===== src/rtl/addsub_pkg.sv =====
package addsub_pkg;
  typedef enum logic {
    MODE_ADD = 1'b0,
    MODE_SUB = 1'b1
  } op_mode_e;

  // Minimum supported operand width
  localparam int unsigned MIN_WIDTH = 2;
endpackage


===== src/rtl/as_full_adder.sv =====
module as_full_adder (
  input  logic a_i,
  input  logic b_i,
  input  logic c_i,
  output logic s_o,
  output logic c_o
);
  always_comb begin
    s_o = a_i ^ b_i ^ c_i;
    c_o = (a_i & b_i) | (c_i & (a_i | b_i));
  end
endmodule


===== src/rtl/as_operand_cond.sv =====
module as_operand_cond #(
  parameter int unsigned WIDTH = 4
) (
  input  logic [WIDTH-1:0] opb_i,
  input  logic             sub_i,
  output logic [WIDTH-1:0] opb_eff_o,
  output logic             cin_o
);
  import addsub_pkg::*;

  op_mode_e mode;
  assign mode = op_mode_e'(sub_i);

  // One 2:1 selector per bit: true or inverted operand
  for (genvar i = 0; i < WIDTH; i++) begin : g_sel
    assign opb_eff_o[i] = (mode == MODE_SUB) ? ~opb_i[i] : opb_i[i];
  end

  // The +1 of the two's complement enters as the chain carry-in
  assign cin_o = (mode == MODE_SUB);
endmodule


===== src/rtl/as_ripple_chain.sv =====
module as_ripple_chain #(
  parameter int unsigned WIDTH = 4
) (
  input  logic [WIDTH-1:0] a_i,
  input  logic [WIDTH-1:0] b_i,
  input  logic             cin_i,
  output logic [WIDTH-1:0] sum_o,
  output logic             c_into_msb_o,
  output logic             c_out_o
);
  logic carry [0:WIDTH];

  assign carry[0] = cin_i;

  for (genvar i = 0; i < WIDTH; i++) begin : g_stage
    as_full_adder u_fa (
      .a_i (a_i[i]),
      .b_i (b_i[i]),
      .c_i (carry[i]),
      .s_o (sum_o[i]),
      .c_o (carry[i+1])
    );
  end

  assign c_into_msb_o = carry[WIDTH-1];
  assign c_out_o      = carry[WIDTH];
endmodule


===== src/rtl/as_flag_unit.sv =====
module as_flag_unit #(
  parameter int unsigned WIDTH = 4
) (
  input  logic [WIDTH-1:0] sum_i,
  input  logic             c_into_msb_i,
  input  logic             c_out_i,
  input  logic             sub_i,
  output logic             ovf_o,
  output logic             neg_o,
  output logic             zero_o,
  output logic             lt_o,
  output logic             eq_o,
  output logic             le_o
);
  localparam int unsigned MSB = WIDTH - 1;

  logic lt_raw;

  always_comb begin
    // Overflow when the sign stage's carry in and carry out disagree
    ovf_o  = c_into_msb_i ^ c_out_i;
    neg_o  = sum_i[MSB];
    zero_o = ~|sum_i;
    // Sign of the difference, corrected when the difference overflowed
    lt_raw = neg_o ^ ovf_o;
    // Compare outputs are meaningful only for a subtraction
    lt_o   = sub_i & lt_raw;
    eq_o   = sub_i & zero_o;
    le_o   = sub_i & (lt_raw | zero_o);
  end
endmodule


===== src/rtl/addsub_cmp_unit.sv =====
module addsub_cmp_unit #(
  parameter int unsigned WIDTH = 4
) (
  input  logic [WIDTH-1:0] opa_i,
  input  logic [WIDTH-1:0] opb_i,
  input  logic             sub_i,
  output logic [WIDTH-1:0] res_o,
  output logic             cout_o,
  output logic             ovf_o,
  output logic             neg_o,
  output logic             zero_o,
  output logic             lt_o,
  output logic             eq_o,
  output logic             le_o
);
  logic [WIDTH-1:0] opb_eff;
  logic             chain_cin;
  logic             c_into_msb;

  as_operand_cond #(.WIDTH(WIDTH)) u_cond (
    .opb_i     (opb_i),
    .sub_i     (sub_i),
    .opb_eff_o (opb_eff),
    .cin_o     (chain_cin)
  );

  as_ripple_chain #(.WIDTH(WIDTH)) u_chain (
    .a_i          (opa_i),
    .b_i          (opb_eff),
    .cin_i        (chain_cin),
    .sum_o        (res_o),
    .c_into_msb_o (c_into_msb),
    .c_out_o      (cout_o)
  );

  as_flag_unit #(.WIDTH(WIDTH)) u_flags (
    .sum_i        (res_o),
    .c_into_msb_i (c_into_msb),
    .c_out_i      (cout_o),
    .sub_i        (sub_i),
    .ovf_o        (ovf_o),
    .neg_o        (neg_o),
    .zero_o       (zero_o),
    .lt_o         (lt_o),
    .eq_o         (eq_o),
    .le_o         (le_o)
  );
endmodule


===== config.mk =====
export PLATFORM = sky130hd
export DESIGN_NAME = addsub_cmp_unit
export DESIGN_NICKNAME = d
export VERILOG_FILES = /design/src/rtl/addsub_pkg.sv /design/src/rtl/as_full_adder.sv /design/src/rtl/as_operand_cond.sv /design/src/rtl/as_ripple_chain.sv /design/src/rtl/as_flag_unit.sv /design/src/rtl/addsub_cmp_unit.sv
export SDC_FILE = /design/constraint.sdc
export NUM_CORES = 1
export LEC_CHECK = 0
export BUFFER_PORTS_ARGS = -buffer_cell sky130_fd_sc_hd__buf_2
export CORE_AREA = 2 2 39 41
export DETAILED_ROUTE_END_ITERATION = 6
export DIE_AREA = 0 0 41 43
export PLACE_DENSITY_LB_ADDON = 0.05
export SLEW_MARGIN = 10
export SYNTH_ARGS = -nofsm -noshare
export SYNTH_HDL_FRONTEND = slang
export SYNTH_SLANG_ARGS = --single-unit

===== constraint.sdc =====
create_clock -name vclk -period 4.5
set_input_delay 0.9 -clock vclk [all_inputs]
set_output_delay 0.9 -clock vclk [all_outputs]
set_load 0.01 [all_outputs]

==> results.py <==
metrics = {
    "global_route": {
        "busiest_layer": "met2",
        "grt_max_degree": 7,
        "overflow": 0,
        "use_met3_pct": 0,
        "use_met2_pct": 11.9,
        "grt.total_usage_pct": 5.84,
        "antenna_found_initial": 0,
        "use_met1_pct": 6.47,
        "grt_pass1_vias": 208,
        "grt_pass1_wl_um": 765,
    },
    "detailed_routing": {
        "antenna_left": 0,
        "routed_wl_um": 518,
        "wl_per_cell_um": 8.93,
        "drtIter0Drc": 1,
        "drt_drc_violations_left": 0,
        "via_count": 222,
        "via_per_inst": 3.83,
        "drtPass1Iterations": 2,
    },
    "timing": {
        "tightest_slew_ns": 0.335,
        "rsz0062_at_grt": "false",
        "finalSetupViolations": 0,
        "slew_headroom_pct": 77.6,
        "timing.fmax_mhz": 251,
        "final.setup.tns_ns": 0,
        "min_period_ns": 3.99,
        "hold_viol": 0,
        "final_max_slew_viol_count": 0,
        "period_share_pct": 88.7,
        "fin_ws_ns": 0.508,
    },
    "cts": {
        "ctsHoldBuffers": 0,
        "post-cts-setup-buffers": 0,
        "post_cts_resized": 0,
    },
    "synth": {
        "avgSynthCellArea_sq_um": 8.71,
        "synth_nets": 40,
        "ys_warn_count": 0,
        "synth_cell_type_count": 11,
        "syn_inst": 27,
        "syn_area_sq_um": 235,
        "yosysSeqAreaShare_pct": 0,
    },
    "layout": {
        "nFillCells": 160,
        "clock_buffers": 0,
        "mostFrequentLayoutCells": "20 x buf_2, 7 x inv_1, 4 x fa_1, 3 x xnor2_1",
        "utilization_pct": 23.1,
        "layout.nets": 57,
        "ff_latch_area_sq_um": 0,
        "layout_commonest_cell": "buf_2",
        "drive_gt1_share_pct": 52.4,
        "syn2layout_area_growth_pct": 36.2,
        "multiInputGateArea_sq_um": 174,
        "antenna_cells": 0,
        "flops_and_latches": 0,
    },
    "placed_design": {
        "place_ws_ns": 0.476,
        "hpwl_um": 481,
        "port_buffers": 20,
        "place_congestion": 0.595,
    },
    "worst_setup_path": {
        "arrival_ns": 3.09,
        "worst-setup-path-type": "input pin to output port",
        "cp_max_fo": 5,
        "cp-start-kind": "input pin",
        "worst_setup_path_end_kind": "output port",
        "cp.required_ns": 3.60,
    },
    "power_and_ir_drop": {
        "peakVddDrop_mv": 0.0605,
        "p_leak_nw": 0.183,
        "pwr_density_cell_nw_per_um2": 210,
    },
    "floorplan": {
        "core_region_area_sq_um": 1380,
        "rows": 14,
        "start_util_pct": 17.0,
        "die_h_um": 43,
        "fp.dieArea_sq_um": 1760,
        "die_w_um": 41,
        "io_pins": 20,
    },
    "flow_run": {
        "cap_viol_max_count": 0,
    },
    "min_path": {
        "hold_class": "input pin to output port",
    },
    "run_status": {
        "status": "completed",
    },
}
==> cells in the mapped netlist <==
cell	instances	share of area [%]
o41ai_2	1	6.9
buf_2	1	2.1
fa_1	4	34
buf_4	4	13
inv_1	7	11
nand2_1	1	1.6
xor2_1	2	7.4
nand2b_1	1	2.7
nor4_1	2	5.3
mux2_2	1	4.8
xnor2_1	3	11
==> power breakdown <==
part | leakage (nW) | switching [mW] | total, mW | internal [mW]
Combinational | 0.183 | 0.0379 | 0.0672 | 0.0293
Clock | 0 | 0 | 0 | 0
Sequential | 0 | 0 | 0 | 0
==> layout make-up <==
class | count | share of cell area [%]
inverters | 7 | 8.20
multi-input cells | 15 | 54.3
well taps | 16 | 6.25
repair buffers | 20 | 31.3
==> layer usage <==
| layer | vias up | share of wire, % |
|---|---|---|
| met5 | - | 0 |
| met4 | 0 | 0 |
| met3 | 0 | 9.7 |
| met2 | 12 | 52 |
| met1 | 104 | 38 |
| li1 | 106 | - |
==> stage by stage <==
step	power [mW]	area [sq um]	hold WS, ns	std cells
after floorplan	0.0529	235	2.03	27
after global placement	0.0676	320	2.15	58
after detailed placement	0.0685	320	2.16	58
after global routing	0.0747	320	2.19	58
after CTS	0.0689	320	2.16	58
final	0.0672	320	2.15	58
==> kinds of logic after synthesis <==
| logic type | share of synthesized area [%] |
|---|---|
| buffers and inverters | 26.1 |
| AND/OR/NAND/NOR | 9.57 |
| XOR/XNOR | 18.6 |
| adder cells (fa/ha/maj) | 34.0 |
| AO/OA/AOI/OAI | 6.92 |
| multiplexers | 4.79 |
==> worst paths after layout <==
path,from,endpoint,slack (ns),depth (start not counted)
setup / recovery,opb_i[0],le_o,0.51,9
hold / removal,opa_i[0],res_o[0],2.15,3
==> worst max-delay path, cell delays in order <==
cell and delay (ns):
buf_2 0.10, mux2_2 0.33, fa_1 0.36, inv_1 0.07, fa_1 0.20, inv_1 0.08
fa_1 0.53, o41ai_2 0.35, buf_2 0.18
Note: power is estimated with default switching activity, not from simulation.
